[src/rtl/agen_pkg.sv]
package agen_pkg;

   localparam int NUM_SEGS = 4;

   // Segment register index; shared by override field and write port
   typedef enum logic [1:0] {
      SEG_EXTRA = 2'b00,
      SEG_CODE  = 2'b01,
      SEG_STACK = 2'b10,
      SEG_DATA  = 2'b11
   } seg_idx_e;

   typedef enum logic [2:0] {
      OP_FETCH = 3'd0,
      OP_DATA  = 3'd1,
      OP_STACK = 3'd2,
      OP_PUSH  = 3'd3,
      OP_POP   = 3'd4
   } acc_op_e;

   function automatic logic op_is_legal(input logic [2:0] op);
      return op <= 3'd4;
   endfunction

endpackage

[src/rtl/agen_segfile.sv]
module agen_segfile
   import agen_pkg::*;
#(
   parameter int SEG_W = 16
) (
   input  logic                               clk,
   input  logic                               rst_n,
   input  logic                               wr_en_i,
   input  logic [1:0]                         wr_sel_i,
   input  logic [SEG_W-1:0]                   wr_data_i,
   output logic [NUM_SEGS-1:0][SEG_W-1:0]     seg_vals_o
);

   generate
      if (SEG_W < 1) begin : g_bad_width
         $error("agen_segfile: SEG_W must be positive");
      end
   endgenerate

   logic [NUM_SEGS-1:0][SEG_W-1:0] seg_q;

   for (genvar g = 0; g < NUM_SEGS; g++) begin : g_seg
      always_ff @(posedge clk) begin
         if (!rst_n) begin
            seg_q[g] <= '0;
         end else if (wr_en_i && (wr_sel_i == 2'(g))) begin
            seg_q[g] <= wr_data_i;
         end
      end
   end

   assign seg_vals_o = seg_q;

   // a written register holds the written value on the next cycle
   p_seg_write_r10: assert property (@(posedge clk) disable iff (!rst_n)
      wr_en_i |=> seg_q[$past(wr_sel_i)] == $past(wr_data_i));

endmodule

[src/rtl/agen_segsel.sv]
module agen_segsel
   import agen_pkg::*;
(
   input  logic [2:0] op_i,
   input  logic       ovr_valid_i,
   input  logic [1:0] ovr_sel_i,
   output seg_idx_e   seg_o
);

   always_comb begin
      unique case (op_i)
         OP_FETCH: seg_o = SEG_CODE;
         OP_DATA:  seg_o = ovr_valid_i ? seg_idx_e'(ovr_sel_i) : SEG_DATA;
         default:  seg_o = SEG_STACK;
      endcase
   end

   // non-data ops never pick the extra segment, whatever the override
   always_comb begin
      if (op_i != OP_DATA) begin
         p_no_ovr_on_other_r5: assert (seg_o != SEG_EXTRA);
      end
   end

endmodule

[src/rtl/agen_stkptr.sv]
module agen_stkptr #(
   parameter int W    = 16,
   parameter int STEP = 2
) (
   input  logic         clk,
   input  logic         rst_n,
   input  logic         push_i,
   input  logic         pop_i,
   input  logic         wr_en_i,
   input  logic [W-1:0] wr_data_i,
   output logic [W-1:0] sp_o,
   output logic [W-1:0] stk_off_o
);

   localparam logic [W-1:0] STEP_W = W'(STEP);

   generate
      if (STEP < 1 || W < 2) begin : g_bad_step
         $error("agen_stkptr: STEP must be positive and W at least 2");
      end
   endgenerate

   logic [W-1:0] sp_q;
   logic [W-1:0] sp_dec;
   logic [W-1:0] sp_inc;

   assign sp_dec = sp_q - STEP_W;
   assign sp_inc = sp_q + STEP_W;

   always_ff @(posedge clk) begin
      if (!rst_n) begin
         sp_q <= '0;
      end else if (wr_en_i) begin
         sp_q <= wr_data_i;
      end else if (push_i) begin
         sp_q <= sp_dec;
      end else if (pop_i) begin
         sp_q <= sp_inc;
      end
   end

   // Push addresses the slot below; pop addresses the current top
   assign stk_off_o = push_i ? sp_dec : sp_q;
   assign sp_o      = sp_q;

   p_push_dec_r6: assert property (@(posedge clk) disable iff (!rst_n)
      (push_i && !wr_en_i) |=> sp_q == $past(sp_q) - STEP_W);

   p_pop_inc_r7: assert property (@(posedge clk) disable iff (!rst_n)
      (pop_i && !wr_en_i) |=> sp_q == $past(sp_q) + STEP_W);

   p_load_wins_r11: assert property (@(posedge clk) disable iff (!rst_n)
      wr_en_i |=> sp_q == $past(wr_data_i));

   p_idle_hold_r12: assert property (@(posedge clk) disable iff (!rst_n)
      (!push_i && !pop_i && !wr_en_i) |=> $stable(sp_q));

endmodule

[src/rtl/agen_addsum.sv]
module agen_addsum #(
   parameter int SEG_W  = 16,
   parameter int OFF_W  = 16,
   parameter int SHIFT  = 4,
   parameter int ADDR_W = SEG_W + SHIFT
) (
   input  logic [SEG_W-1:0]  seg_i,
   input  logic [OFF_W-1:0]  off_i,
   output logic [ADDR_W-1:0] addr_o
);

   generate
      if (ADDR_W != SEG_W + SHIFT || OFF_W - SHIFT > SEG_W || OFF_W <= SHIFT) begin : g_bad_cfg
         $error("agen_addsum: inconsistent width configuration");
      end

      if (SHIFT == 0) begin : g_flat
         // No shift: plain modular sum
         assign addr_o = seg_i + ADDR_W'(off_i);
      end else begin : g_split
         // Low bits of the offset pass straight through; only the upper
         // part needs an adder, SEG_W bits wide, carry out dropped
         localparam int HI_W = OFF_W - SHIFT;
         logic [HI_W-1:0]  off_hi;
         logic [SEG_W-1:0] upper;
         assign off_hi              = off_i[OFF_W-1:SHIFT];
         assign upper               = seg_i + SEG_W'(off_hi);
         assign addr_o[SHIFT-1:0]   = off_i[SHIFT-1:0];
         assign addr_o[ADDR_W-1:SHIFT] = upper;
      end
   endgenerate

endmodule

[src/rtl/agen_realmode.sv]
module agen_realmode
   import agen_pkg::*;
#(
   parameter int SEG_W     = 16,
   parameter int OFF_W     = 16,
   parameter int SHIFT     = 4,
   parameter int PUSH_STEP = 2,
   localparam int ADDR_W   = SEG_W + SHIFT
) (
   input  logic              clk,
   input  logic              rst_n,
   input  logic              req_valid,
   input  logic [2:0]        req_op,
   input  logic              ovr_valid,
   input  logic [1:0]        ovr_sel,
   input  logic [OFF_W-1:0]  offset,
   input  logic              seg_wr_en,
   input  logic [1:0]        seg_wr_sel,
   input  logic [SEG_W-1:0]  seg_wr_data,
   input  logic              sp_wr_en,
   input  logic [OFF_W-1:0]  sp_wr_data,
   output logic              addr_valid,
   output logic [ADDR_W-1:0] phys_addr,
   output logic [OFF_W-1:0]  stk_ptr
);

   logic                           served;
   logic                           do_push;
   logic                           do_pop;
   logic [NUM_SEGS-1:0][SEG_W-1:0] seg_vals;
   seg_idx_e                       seg_pick;
   logic [OFF_W-1:0]               stk_off;
   logic [OFF_W-1:0]               eff_off;
   logic [ADDR_W-1:0]              addr_next;
   logic                           valid_q;
   logic [ADDR_W-1:0]              addr_q;

   assign served  = req_valid && op_is_legal(req_op);
   assign do_push = served && (req_op == OP_PUSH);
   assign do_pop  = served && (req_op == OP_POP);

   agen_segfile #(.SEG_W(SEG_W)) u_segfile (
      .clk        (clk),
      .rst_n      (rst_n),
      .wr_en_i    (seg_wr_en),
      .wr_sel_i   (seg_wr_sel),
      .wr_data_i  (seg_wr_data),
      .seg_vals_o (seg_vals)
   );

   agen_segsel u_segsel (
      .op_i        (req_op),
      .ovr_valid_i (ovr_valid),
      .ovr_sel_i   (ovr_sel),
      .seg_o       (seg_pick)
   );

   agen_stkptr #(.W(OFF_W), .STEP(PUSH_STEP)) u_stkptr (
      .clk       (clk),
      .rst_n     (rst_n),
      .push_i    (do_push),
      .pop_i     (do_pop),
      .wr_en_i   (sp_wr_en),
      .wr_data_i (sp_wr_data),
      .sp_o      (stk_ptr),
      .stk_off_o (stk_off)
   );

   assign eff_off = (req_op == OP_PUSH || req_op == OP_POP) ? stk_off : offset;

   agen_addsum #(
      .SEG_W  (SEG_W),
      .OFF_W  (OFF_W),
      .SHIFT  (SHIFT),
      .ADDR_W (ADDR_W)
   ) u_addsum (
      .seg_i  (seg_vals[seg_pick]),
      .off_i  (eff_off),
      .addr_o (addr_next)
   );

   always_ff @(posedge clk) begin
      if (!rst_n) begin
         valid_q <= 1'b0;
         addr_q  <= '0;
      end else begin
         valid_q <= served;
         if (served) begin
            addr_q <= addr_next;
         end
      end
   end

   assign addr_valid = valid_q;
   assign phys_addr  = addr_q;

   // no strobe, no valid on the next cycle; address held
   p_idle_no_valid_r9: assert property (@(posedge clk) disable iff (!rst_n)
      !req_valid |=> (!addr_valid && $stable(phys_addr)));

   // a code fetch keeps the offset's low nibble in the address
   p_fetch_low_bits_r1: assert property (@(posedge clk) disable iff (!rst_n)
      (req_valid && req_op == OP_FETCH) |=>
         (addr_valid && phys_addr[SHIFT-1:0] == $past(offset[SHIFT-1:0])));

   // illegal op codes are not served
   p_illegal_op_r12: assert property (@(posedge clk) disable iff (!rst_n)
      (req_valid && req_op > 3'd4) |=> (!addr_valid && $stable(phys_addr)));

endmodule

[config.mk]
export PLATFORM = sky130hd
export DESIGN_NAME = agen_realmode
export DESIGN_NICKNAME = d
export VERILOG_FILES = /design/src/rtl/agen_pkg.sv /design/src/rtl/agen_segfile.sv /design/src/rtl/agen_segsel.sv /design/src/rtl/agen_stkptr.sv /design/src/rtl/agen_addsum.sv /design/src/rtl/agen_realmode.sv
export SDC_FILE = /design/constraint.sdc
export NUM_CORES = 1
export LEC_CHECK = 0
export BUFFER_PORTS_ARGS = -buffer_cell sky130_fd_sc_hd__buf_2
export CAP_MARGIN = 5
export CORE_ASPECT_RATIO = 1.5
export CORE_MARGIN = 2
export CORE_UTILIZATION = 40
export DETAILED_ROUTE_END_ITERATION = 10
export REMOVE_ABC_BUFFERS = 1
export SLEW_MARGIN = 20
export SYNTH_ARGS = -nofsm -noshare
export SYNTH_HDL_FRONTEND = slang
export SYNTH_HIERARCHICAL = 1
export SYNTH_SLANG_ARGS = --single-unit
export TNS_END_PERCENT = 1
[constraint.sdc]
create_clock -name clk -period 8.2 [get_ports clk]
set_input_delay 1.23 -clock clk [delete_from_list [all_inputs] [get_ports clk]]
set_output_delay 1.23 -clock clk [all_outputs]
set_load 0.05 [all_outputs]
# --- After elaboration in Yosys (flattened, before gate mapping) ---
# Index checks and enable logic that the tools add are counted.
op_classes:
  addsub: 3
  order_cmp: 2
  n_eq_ne: 6
  n_mux: 9
  n_reduce_logical: 11
op_table:
  columns: ["cell", "count"]
  rows:
  - ["$mux W16", 6]
  - ["$bmux W16 S2", 1]
  - ["$add A16 B12 Y16", 1]
  - ["$add A16 B2 Y16 const B", 1]
  - ["$sub A16 B2 Y16 const B", 1]
  - ["$logic_and A1 B1 Y1", 7]
  - ["$eq A2 B2 Y1 const B", 2]
  - ["$pmux W2 S2", 1]
  - ["$eq A3 B1 Y1 const B", 1]
  - ["$eq A3 B2 Y1 const B", 1]
  - ["$eq A3 B3 Y1 const B", 1]
  - ["$le A3 B3 Y1 const B", 1]
  - ["$logic_not A3 Y1", 1]
  - ["$lt A2 B3 Y1 const B", 1]
  - ["$reduce_bool A3 Y1", 1]
  - ["$eq A2 B1 Y1 const B", 1]
  - ["$logic_not A2 Y1", 1]
  - ["$mux W2", 1]
  - ["$logic_or A1 B1 Y1", 1]
word_totals:
  regBits: 101
  input_bits: 61
  output_inout_bits: 37

# --- Longest topological paths before layout ---
# Gate-level depths: netlist (run 1).
logic_depth:
  word_depth: 6
  depth_mapped: 15
  depth_no_buf: 14

# --- Hierarchy ---
# The synthesis (run 1) kept the hierarchy.
modules_own_cells:
  columns: ["module", "n_inst", "cells_per_inst", "area_per_inst_um2"]
  rows:
  - ["agen_segfile", 1, 228, 2368.5]
  - ["agen_realmode", 1, 133, 1491.4]
  - ["agen_stkptr", 1, 182, 1363.8]
  - ["agen_addsum", 1, 108, 820.8]
  - ["agen_segsel", 1, 4, 27.5]

# --- Least setup slack after synthesis (run 1) ---
# Ideal clock, no wire load.
synth_timing:
  path_type: "input port to flip-flop"
  startpoint: "input req_op[1]"
  endpoint: "register addr_q[14] (netlist: phys_addr[14])"
  arrival_time_ns: 4.397
  setup_slack_ns: 3.682
  stages: 13
  cell_sequence: "nand2_1 -> nor3b_1 -> or4b_2 -> xnor2_1 -> mux2_2 -> ha_1 -> fa_1 -> a21o_1 -> a221oi_4 -> o21ai_0 -> xor2_1 -> nand2_1 -> mux2i_1"
synth_between:
  elab_chain_len: 6
  word_cells_on_any_way: 14
synth_lines:
  columns: ["item", "line", "text"]
  rows:
  - ["start, declared", "agen_realmode.sv:13", "input logic [2:0] req_op,"]
  - ["$le A3 B3 Y1", "agen_pkg.sv:22", "return op <= 3'd4;"]
  - ["$logic_and A1 B1 Y1", "agen_realmode.sv:38", "assign served = req_valid && op_is_legal(req_op);"]
  - ["$logic_and A1 B1 Y1 (*)", "agen_realmode.sv:39", "assign do_push = served && (req_op == OP_PUSH);"]
  - ["via do_push", "agen_realmode.sv:28", "logic do_push;"]
  - ["$mux W16 (*)", "agen_stkptr.sv:43", "assign stk_off_o = push_i ? sp_dec : sp_q;"]
  - ["via stk_off[4]", "agen_realmode.sv:32", "logic [OFF_W-1:0] stk_off;"]
  - ["$mux W16 (*)", "agen_realmode.sv:69", "assign eff_off = (req_op == OP_PUSH || req_op == OP_POP) ? stk_off : offset;"]
  - ["via eff_off[4]", "agen_realmode.sv:33", "logic [OFF_W-1:0] eff_off;"]
  - ["$add A16 B12 Y16 (*)", "agen_addsum.sv:27", "assign upper = seg_i + SEG_W'(off_hi);"]
  - ["via addr_next[14]", "agen_realmode.sv:34", "logic [ADDR_W-1:0] addr_next;"]
  - ["end signal, assigned", "agen_realmode.sv:89", "addr_q <= addr_next;"]
  - ["end, declared", "agen_realmode.sv:36", "logic [ADDR_W-1:0] addr_q;"]
# The timed path passes the listed nets; every way through them passes the cells marked *. The select of a mux whose other input is x is not followed.
# A chain may end at the register's enable or synchronous reset.

# --- Worst setup path in the final report (run 1) ---
# Ends and elaborated chain as after synthesis.

==> summary.md, run 1 <==
For the data required time of the worst path, the log shows 8.48 ns. Number of DRC violations after detailed routing: 0. In this run, the number of DRC markers left after iteration 0 of detailed routing was 268. Combined global-route utilization of all metal layers: 0.186. Setup violations remaining at the end of the flow were counted as 0. Once the clock tree was built, the setup fixing pass inserted 0 buffers. The post-detailed-route count of antenna-violating nets is 0.

The tools report the critical path launch point as req_op[1]. Counting the fill cells in the layout gives 1,535. The remaining global-route overflow is 0, and the initial antenna violation count is 0. The logs give 90 for the maximum number of pins on one net before global-route repair and 0 for the number of max-capacitance violations reported. Antenna diode count: 0. The cell area that synthesis handed to floorplanning was 0.00607 mm². The die is 105 µm wide. The run gives 0 as the number of instances resized during post-cts repair. Utilization of the core after routing: 0.459. The tools report the total power as 1.22 mW.

The path class of the tightest hold or removal check is reg -> reg. Cell at the root of the clock tree: clkbuf_16. Summed over all instances, the cell type with the most area after synthesis is dfxtp_1. Compared with the post-synthesis result, the final layout area differs by 13.3%. The run gives 15,000 µm as the total routed wirelength. In the synthesized netlist the dominant register cell turns out to be dfxtp_1.

The number of global-route vias before repair is 4,900. The die height is 155 µm, and the first-pass GRT wire length is 24,400 µm. The congestion estimate from routability-driven global placement came to 0.880. The routed wirelength normalized by instance count was 16.3 µm; the effective utilization at floorplan was 0.405.

The final critical-path required period was 4.54 ns; the area of the die was 0.0162 mm². The share of synthesized registers carrying an async set or reset is 0. Proportion of layout cells with a drive suffix above 1: 0.235.

For the pre-CTS worst setup slack, the log shows 3.29 ns. The startpoint identified for the worst register-to-register timing path is u_stkptr/sp_o[1]. The tools report the worst hold margin as 0.457 ns. The logs give 0.433 for the relative max-transition margin and 4.83 ns for the critical path data arrival time.

The H-tree was split into 3 levels. The clock buffer count from CTS is 9. Input and output buffers added on the ports amount to 97.

The maximum buffer depth of the clock tree is 2, and the count of TritonRoute iterations in the first routing pass is 5. Critical setup path kind: in -> reg. The fraction of synthesized cell area taken by the top area cell type is 0.333, and the number of nets in the layout is 795. STA classifies the critical path endpoint as a flop. Clock latency on the worst-skew pair, taken at its later pin, is 0.35 ns.

Count of final hold-check violations: 0. The run gives 98 as the number of ports placed on the die boundary. For this run, the top clock speed supported by timing is 220 MHz. The worst setup path is launched from an input pin.

The number of hold buffers added after CTS was 0. Actual transition at the worst max-transition pin: 0.851 ns. By area the synthesized netlist is led by dfxtp_1 33%, mux2i_1 14%, nand2_1 8.7%, mux4_2 5.9%, ha_1 2.9%. The logs give 0.102 mV for the maximum resistive drop on vdd and 0.0150 mm² for the standard cell core area. For this run, the number of Yosys warnings is 6. The leakage power is 3.09 nW. For the final database, setup skew stands at 0.0127 ns. Hold path startpoint: phys_addr[12]. Counting flops and latches in the post-synthesis netlist gives 101. The sequential element share of the synthesized area came out at 0.333. After floorplanning, the core was divided into 55 placement rows. For this design the ratio of total power to cell area is 177 mW/mm². The final cycle utilization of the critical path is 0.554, and the number of vias after detailed routing is 4,918. TritonCTS built the clock tree. The routed via count divided by cell count came out at 5.33. Setup repair after global routing left no endpoint under its margin. Synthesis instantiated 71 different standard cells from the library. The flow ran to the end, and the final reports show no timing, DRC or antenna violations. The count of pins over their slew limit came out at 0. In this run the worst path has a maximum fanout of 17.

For this design, the sink count on the clock tree is 101. The smallest setup slack after layout is 3.66 ns, and the clock-pin transition on the worst setup and hold timing paths is 0.08 ns. For the setup TNS, the log shows 0 ns. The half-perimeter wire length of the detailed placement result was 11,100 µm; the count of flip-flops with a built-in enable after synthesis was 0.

Synthesis produced a netlist whose cell count is 655. After synthesis, the mean cell area works out to 9.27 µm².
-- state kept, by name (all words and copies together) (netlist names) --
register,cells
phys_addr,20
u_segfile/seg_vals_o,64
u_stkptr/sp_o,16
addr_valid,1
-- kinds of logic (layout without fill, tap and decap cells) --
group,count (synthesis),in the layout,synth area share
AND/OR/NAND/NOR,251,251,0.197
adder cells (fa/ha/maj),15,15,0.0321
multiplexers,118,118,0.239
flip-flops,101,101,0.333
AO/OA/AOI/OAI,76,76,0.0950
buffers and inverters,62,131,0.0577
XOR/XNOR,32,32,0.0462
-- path summary, 6_finish.rpt --
path / endpoint / slack [ns] / depth (start not counted)
setup / recovery: phys_addr[14] / 3.66 / 15
hold / removal: phys_addr[12] / 0.46 / 2
setup reg to reg: phys_addr[14] / 4.58 / 13
hold reg to reg: phys_addr[12] / 0.46 / 2
-- critical path: stages --
cell and delay (ns):
buf_2 0.14, nand2_1 0.12, nor3b_1 0.22, buf_4 0.24
or4b_2 0.65, xnor2_1 0.15, mux2_2 0.28, ha_1 0.23
fa_1 0.41, a21o_1 0.23, a221oi_4 0.39, o21ai_0 0.18
xor2_1 0.15, nand2_1 0.07, mux2i_1 0.15
-- routing by layer --
layer	track usage	part of all wire	up-vias
li1	-	-	2435
met1	0.233	0.44	2353
met2	0.333	0.51	115
met3	0.0230	0.033	15
met4	0.0597	0.016	0
met5	0	0	-
-- synthesized netlist by cell type (all sizes together) (2+ instances only) --
library cell / instances
a211oi: 4
a21boi: 3
a21o: 5
a21oi: 17
a311oi: 2
a31oi: 4
and2: 7
and3: 6
and4: 3
and4bb: 2
buf: 26
clkbuf: 25
dfxtp: 101
ha: 14
inv: 11
mux2: 16
mux2i: 86
mux4: 16
nand2: 141
nand2b: 6
nand3: 25
nand3b: 3
nand4: 5
nor2: 19
nor2b: 4
nor3: 8
nor3b: 5
o2111a: 2
o211a: 2
o211ai: 8
o21ai: 13
o221ai: 2
o311ai: 2
o32ai: 2
or2: 2
or3: 7
or4: 2
xnor2: 17
xor2: 15
-- metrics by stage --
step	instances	cell area [µm²]
after global placement	907	6570
after CTS	923	6880
after detailed placement	907	6570
final	923	6880
after global routing	923	6880
after floorplan	604	5760
-- area by class of cell --
cell class / instances / area, µm² / area share
Inverter: 11 / 41.3 / 0.00600
Tap cell: 199 / 249 / 0.0362
Clock inverter: 7 / 85.1 / 0.0124
Timing Repair Buffer: 104 / 541 / 0.0786
Clock buffer: 9 / 225 / 0.0327
Multi-Input combinational cell: 492 / 3720 / 0.540
Sequential cell: 101 / 2020 / 0.294
-- power by group --
part	internal, mW	total (mW)	switching (mW)
Clock	0.218	0.437	0.219
Sequential	0.514	0.535	0.0215
Combinational	0.0937	0.244	0.150
Total	0.826	1.22	0.390
-- cells in the final DEF (no fill, tap or decap), types with 5 or more instances in the layout --
master	synthesis	layout
nand2_1	141	141
dfxtp_1	101	101
buf_2	8	96
mux2i_1	85	85
nand3_1	24	24
nor2_1	19	19
xnor2_1	17	17
mux4_2	16	16
a21oi_1	16	16
xor2_1	15	15
ha_1	14	14
o21ai_0	13	13
inv_1	11	11
mux2_4	10	10
clkbuf_16	0	9
buf_4	11	8
o211ai_1	8	8
nor3_1	8	8
and2_1	7	7
or3_1	7	7
mux2_2	6	6
nand2b_1	6	6
nand4_1	5	5
a21o_1	5	5
and3_1	5	5
Note: power is estimated with default switching activity, not from simulation.
==> run 2: changes to the inputs <==
==> constraint.sdc (replaced) <==
create_clock -name clk -period 4.5 [get_ports clk]
set_input_delay 0.675 -clock clk [delete_from_list [all_inputs] [get_ports clk]]
set_output_delay 0.675 -clock clk [all_outputs]
set_load 0.05 [all_outputs]
==> summary.md, run 2 (same netlist as run 1, synthesis figures left out) <==
The flow ran to the end, and the final reports show no timing, DRC or antenna violations. Derived from the worst setup path, the maximum achievable clock frequency is 262 MHz. The signal on the critical path passes through buf_2 > nand2_1 > nor3b_1 > buf_4 > or4b_2 > xnor2_1 > mux2_2 > ha_1 > fa_1 > a21o_1 > a221oi_4 > o21ai_0 > xor2_1 > nand2_1 > mux2i_1. The die covers 0.0162 mm². The library cell used most frequently in the layout, excluding fill and tap cells, is nand2_1. Final cycle utilization of the critical path: 0.847. TritonCTS built the clock tree. The congestion estimate from routability-driven global placement came to 0.882. The proportion of layout cells with a drive suffix above 1 came out at 0.245. The cell at the root of the clock tree was clkbuf_16. From left edge to right edge, the die measures 105 µm. Excluding fillers, the count of instances in the completed layout stands at 933. The analysis attributes to cell leakage a power of 3.15 nW. The number of antenna diodes in the final layout is 0. The worst path in the final design needs a cycle of 3.81 ns, including I/O delays and setup.

After the last flow step, the layout net total stands at 805. The worst setup path is of the in -> reg kind. The clock tree synthesis step divided the H-tree into 3 levels. Along the worst path, the maximum fanout reaches 8. In this run the core area contains 55 standard-cell rows. The logs give 1.02 ns for the worst reg-to-reg setup slack and 9 for the clock buffer count from CTS.

Counting instances, the worst hold path has a depth of 2. Clock-pin slew was measured on the worst setup and hold paths at 0.09 ns. The run gives 10,900 µm as the half-perimeter wire length of the detailed placement result. Total routed wirelength: 14,600 µm. Post-detailed-route count of antenna-violating nets: 0. The register with the most flip-flops in the layout has 64 of them. The die height was 155 µm; the count of pins over their slew limit was 0.

After floorplanning, the core was sized to cover 0.0150 mm². Power density relative to cell area: 323 mW/mm². The startpoint identified for the worst register-to-register timing path is u_stkptr/sp_o[8]. The tools report the critical path endpoint category as a flop.

The quantity of I/O buffers inserted on ports was 97; the post-CTS setup buffer count was 0. On the worst path, the slowest cell contributes a delay of 0.64 ns. Leaving out fill and tap cells, the most frequent cells in the layout are 141 x nand2_1, 101 x dfxtp_1, 96 x buf_2. The number of cells on the worst reg-to-reg path is 12. The run gives 98 as the number of ports placed on the die boundary. The tools report the number of global-route vias before repair as 4,983. The number of fill cells is 1,529. First-pass GRT wire length: 24,000 µm. The tools report the utilization of the core after routing as 0.465. The run gives 4.11 ns as the critical path data arrival time. The total of endpoints with negative setup slack in the final report was 0. CTS sink count: 101.

From synthesis to final layout, the design area changed by 15.0%. In the routed layout, each cell is associated on average with a via count of 5.31. The largest individual stage delay along the critical path comes from the cell or4b_2. For the count of final hold-check violations, the log shows 0. Max-cap violations in this run came to 0. The tools report the endpoint with the worst hold slack as phys_addr[13].

IR analysis of the VDD net gives a maximum drop of 0.177 mV. Setup repair after global routing left no endpoint under its margin. The maximum number of pins on one net before global-route repair is 101. Including well taps, the total number of placed cells is 917. The worst setup path is launched from an input pin. The number of DRC violations after detailed routing was 0; the setup TNS was 0 ns.

The combined global-route utilization of all metal layers was 0.183; the count of TritonRoute iterations in the first routing pass was 5. At the pin with the least slew margin, the transition time is 0.930 ns. The tools report the remaining global-route overflow as 0.

The initial antenna violation count is 0. The endpoint identified for the worst register-to-register timing path is phys_addr[18]. For the worst clock skew, the log shows 0.0143 ns.

The relative max-transition margin was 0.380. The effective utilization at floorplan is 0.405. Gates resized during post-CTS repair numbered 0. The initial detailed-routing violation count was 197; the routed wirelength normalized by instance count was 15.6 µm. The worst hold path belongs to the class reg -> reg. Detailed routing inserted a total of 4,958 vias. At the later pin of the worst-skew pair, clock insertion delay measures 0.36 ns. Hold path startpoint: phys_addr[13]. For this design, the CTS-stage hold fixing added 0 buffers. At the worst endpoint, the required time is 4.80 ns. Maximum buffer depth of the clock tree: 2. Counting stages on the worst path, the most repeated cell is nand2_1.
run 2: cell count changes in the layout (fill, tap and decap cells not counted), sizes merged:
| cell | previous run | this run |
|---|---|---|
| clkinvlp | 1 | 0 |
| inv | 14 | 16 |
| clkinv | 3 | 2 |
| buf | 104 | 114 |
run 2: power breakdown:
part           leakage [nW]  switching (mW)  internal (mW)  total [mW]
sequential            0.824          0.0385          0.936       0.975
combinational          2.17           0.273          0.177       0.450
clock                 0.157           0.418          0.412       0.831
total                  3.15           0.730           1.53        2.26
run 2: critical path: cells and delay by family:
| family | cells | cell delay, ns |
|---|---|---|
| xor+xnor | 2 | 0.31 |
| simple gates | 4 | 1.02 |
| mux | 2 | 0.39 |
| compound gates | 3 | 0.80 |
| fa+ha+maj | 2 | 0.63 |
| buf+inv | 2 | 0.28 |
run 2: metrics by stage:
step	setup slack (ns)	power, mW	hold WS (ns)	area (µm²)
4_1_cts	0.680	2.29	0.462	6980
3_5_place_dp	0.291	1.45	0.446	6660
3_3_place_gp	0.324	1.44	0.439	6660
6_report	0.688	2.26	0.456	6980
5_1_grt	0.391	2.36	0.475	6980
2_1_floorplan	-0.951	1.30	0.432	5760
run 2: worst max-delay path by stage:
stage	slack, ns	startpoint	end
global placement	0.32	req_op[1]	phys_addr[14]
global route	0.39	req_op[1]	phys_addr[17]
finish	0.69	req_op[1]	phys_addr[14]
detailed placement	0.29	req_op[1]	phys_addr[14]
CTS	0.68	req_op[1]	phys_addr[14]
floorplan	-0.95	ovr_valid	phys_addr[14]
run 2: layer usage:
layer / track usage / share of wire
met5: 0 / 0
met1: 0.226 / 0.43
met2: 0.329 / 0.51
met4: 0.0610 / 0.018
met3: 0.0256 / 0.040
run 2: layout make-up:
| cell class | count | area (µm²) | share of cell area |
|---|---|---|---|
| Clock inverter | 7 | 98.8 | 0.0142 |
| Tap cell | 199 | 249 | 0.0357 |
| Multi-Input combinational cell | 492 | 3720 | 0.532 |
| Inverter | 11 | 41.3 | 0.00591 |
| Clock buffer | 9 | 225 | 0.0323 |
| Timing Repair Buffer | 114 | 628 | 0.0900 |
| Sequential cell | 101 | 2020 | 0.290 |
==> run 3: changes to the inputs <==
==> constraint.sdc (replaced) <==
create_clock -name clk -period 3.36 [get_ports clk]
set_input_delay 0.504 -clock clk [delete_from_list [all_inputs] [get_ports clk]]
set_output_delay 0.504 -clock clk [all_outputs]
set_load 0.05 [all_outputs]
==> summary.md, run 3 (same netlist as run 1, synthesis figures left out) <==
For the leakage power, the log shows 3.51 nW. After clock tree synthesis, the clock-pin slew on the worst setup and hold paths is 0.08 ns. Counting the buffers created by CTS gives 9. Once detail routing completed, the nets flagged for antenna violations numbered 0.

The cell at the root of the clock tree was clkbuf_16. The antenna diode count came out at 0. The logs give 0.186 for the combined global-route utilization of all metal layers and 976 for the placed cell count.

The HPWL after detailed placement is 11,400 µm. After global routing the overflow that remains totals 0. The number of global-route vias before repair is 5,077. The run gives 5,219 as the number of vias after detailed routing. Setup repair after global routing could not meet its margin everywhere. The depth of the CTS H-tree came out at 3. The worst setup path is of the in -> reg kind. Setup violations remaining at the end of the flow were counted as 0. Dividing the detail-routed wire length by the instance count gives 15.4 µm. Final hold analysis gives a worst-case slack of 0.401 ns.

The final layout contains 871 nets. With fillers left out, the area of the finished cells amounts to 0.00764 mm². The register with the most flip-flops in the layout has 64 of them. The leading cell type in the layout, fill and taps excluded is nand2_1. Dividing total power by cell area gives a power density of 402 mW/mm².

Leaving out fill and tap cells, the most frequent cells in the layout are 140 x nand2_1, 99 x dfxtp_1, 96 x buf_2. For the pin with the worst max-slew slack, the measured transition is 0.711 ns. TritonCTS built the clock tree. No sink is reached through more buffers than the 2 on the longest clock path.

Across the VDD grid, the largest voltage drop is 0.241 mV. Data on the critical path is required at its endpoint by 3.59 ns. Summing internal, switching and leakage power gives 3.07 mW. The flow ran to the end, and the final reports show no timing, DRC or antenna violations. The tools report the maximum number of pins on one net before global-route repair as 54. The floorplan step set the die width to 105 µm. The path type of the worst min-delay path was in -> reg. The multi-input combinational cells in the finished layout cover a total of 0.00387 mm².

For the critical path data arrival time, the log shows 3.54 ns. The clock insertion delay at the later pin of the skew report is 0.35 ns. The worst stage delay on the critical path is 0.49 ns, and the total routed wirelength is 15,400 µm. The number of DRC violations after detailed routing is 0. The final critical-path required period is 3.31 ns. The die height is 155 µm.

The growth of design area from synthesis to finish is 25.9%, and the count of non-filler cells in the finished layout is 999. The number of cells on the worst reg-to-reg path is 14. Final cycle utilization of the critical path: 0.986. The number of fill cells is 1,434. Across the whole layout, storage elements account for 0.00203 mm². The quantity of I/O buffers inserted on ports came out at 97. The slowest stage of the critical path is the or4b_4 cell. The first-pass GRT wire length was 24,600 µm; the area of the die was 0.0162 mm². The run gives 302 MHz as the achievable frequency. The count of final hold-check violations was 0. For this design the top-level I/O count stands at 98.

The routed via count divided by cell count was 5.22. Initial antenna violation count: 0. Clock tree synthesis found a total of 101 sinks. The standard cell core area is 0.0150 mm², and the count of pins over their slew limit is 0.

Max-cap violations in this run came to 0. The first TritonRoute pass finished after 4 iterations. The utilization of the core after routing is 0.510. The run gives 284 as the initial detailed-routing violation count.

STA classifies the critical path endpoint as a flop. The critical-path maximum fanout works out to 7. The signal on the critical path passes through buf_2 > nand2_1 > nor3b_2 > buf_4 > or4b_4 > xnor2_1 > mux2_4 > ha_4 > fa_2 > a21o_1 > a221oi_4 > buf_4 > or4_1 > nand4_1 > nand2_1 > mux2i_1.

The placed instances occupy a cell area of 0.00711 mm². Across the routed clock network, the largest skew measured is 0.00994 ns. After clock tree synthesis, the flow added hold-fix buffers numbering 0. The proportion of layout cells with a drive suffix above 1 works out to 0.335.

The worst setup path is launched from an input pin. The tools report the relative max-transition margin as 0.524. The routability congestion estimate from global placement was 0.921; the instance count along the most critical hold path was 3. The effective utilization at floorplan was 0.405; the site row count was 55.
==> run 3: cell type report <==
class,count,share of cell area
clock buffers,9,0.0295
multi-input cells,492,0.506
clock inverters,7,0.0118
repair buffers,180,0.150
well taps,199,0.0326
inverters,11,0.00573
flip-flops and latches,101,0.265
==> run 3: per-stage QoR <==
| step | TNS, ns | worst slack [ns] |
|---|---|---|
| 2_1_floorplan | -24.11 | -1.92 |
| 3_3_place_gp | -4.69 | -0.517 |
| 3_5_place_dp | -5.21 | -0.553 |
| 4_1_cts | 0 | 0.00667 |
| 5_1_grt | -0.0539 | -0.0247 |
| 6_report | 0 | 0.0458 |
==> run 3: worst max-delay path, delay by kind of cell <==
| family | cells | cell delay, ns |
|---|---|---|
| and+or+nand+nor | 6 | 0.97 |
| buffers and inverters | 3 | 0.44 |
| xor gates and xnor gates | 1 | 0.14 |
| muxes | 2 | 0.34 |
| adders and majority gates | 2 | 0.53 |
| AOI/OAI and AO/OA | 2 | 0.61 |
==> run 3: layer usage <==
layer / GRT usage / wire, µm / vias to the layer above
met5: 0 / 0 / -
met4: 0.0616 / 304 / 0
met3: 0.0268 / 543 / 21
met2: 0.333 / 7870 / 120
met1: 0.229 / 6670 / 2489
li1: - / - / 2589
==> run 3: timing repair <==
item                                    in CTS  in global routing
gates cloned                                 0                  0
pin swaps                                    2                 16
resized for setup                           10                 25
setup buffers                                0                  7
endpoints found under the setup margin       9                  9
==> run 3: final timing paths <==
check | start | end | slack, ns
max reg2reg | u_stkptr/sp_o[1] | phys_addr[12] | 0.09
max | req_op[1] | phys_addr[12] | 0.05
min | sp_wr_data[5] | u_stkptr/sp_o[5] | 0.40
min reg2reg | phys_addr[10] | phys_addr[10] | 0.46
==> run 3: where the power goes <==
part | leakage [nW] | total [mW] | internal (mW) | switching, mW
Clock | 0.148 | 1.06 | 0.534 | 0.529
Combinational | 2.54 | 0.716 | 0.308 | 0.408
Sequential | 0.825 | 1.29 | 1.25 | 0.0393
Total | 3.51 | 3.07 | 2.10 | 0.977
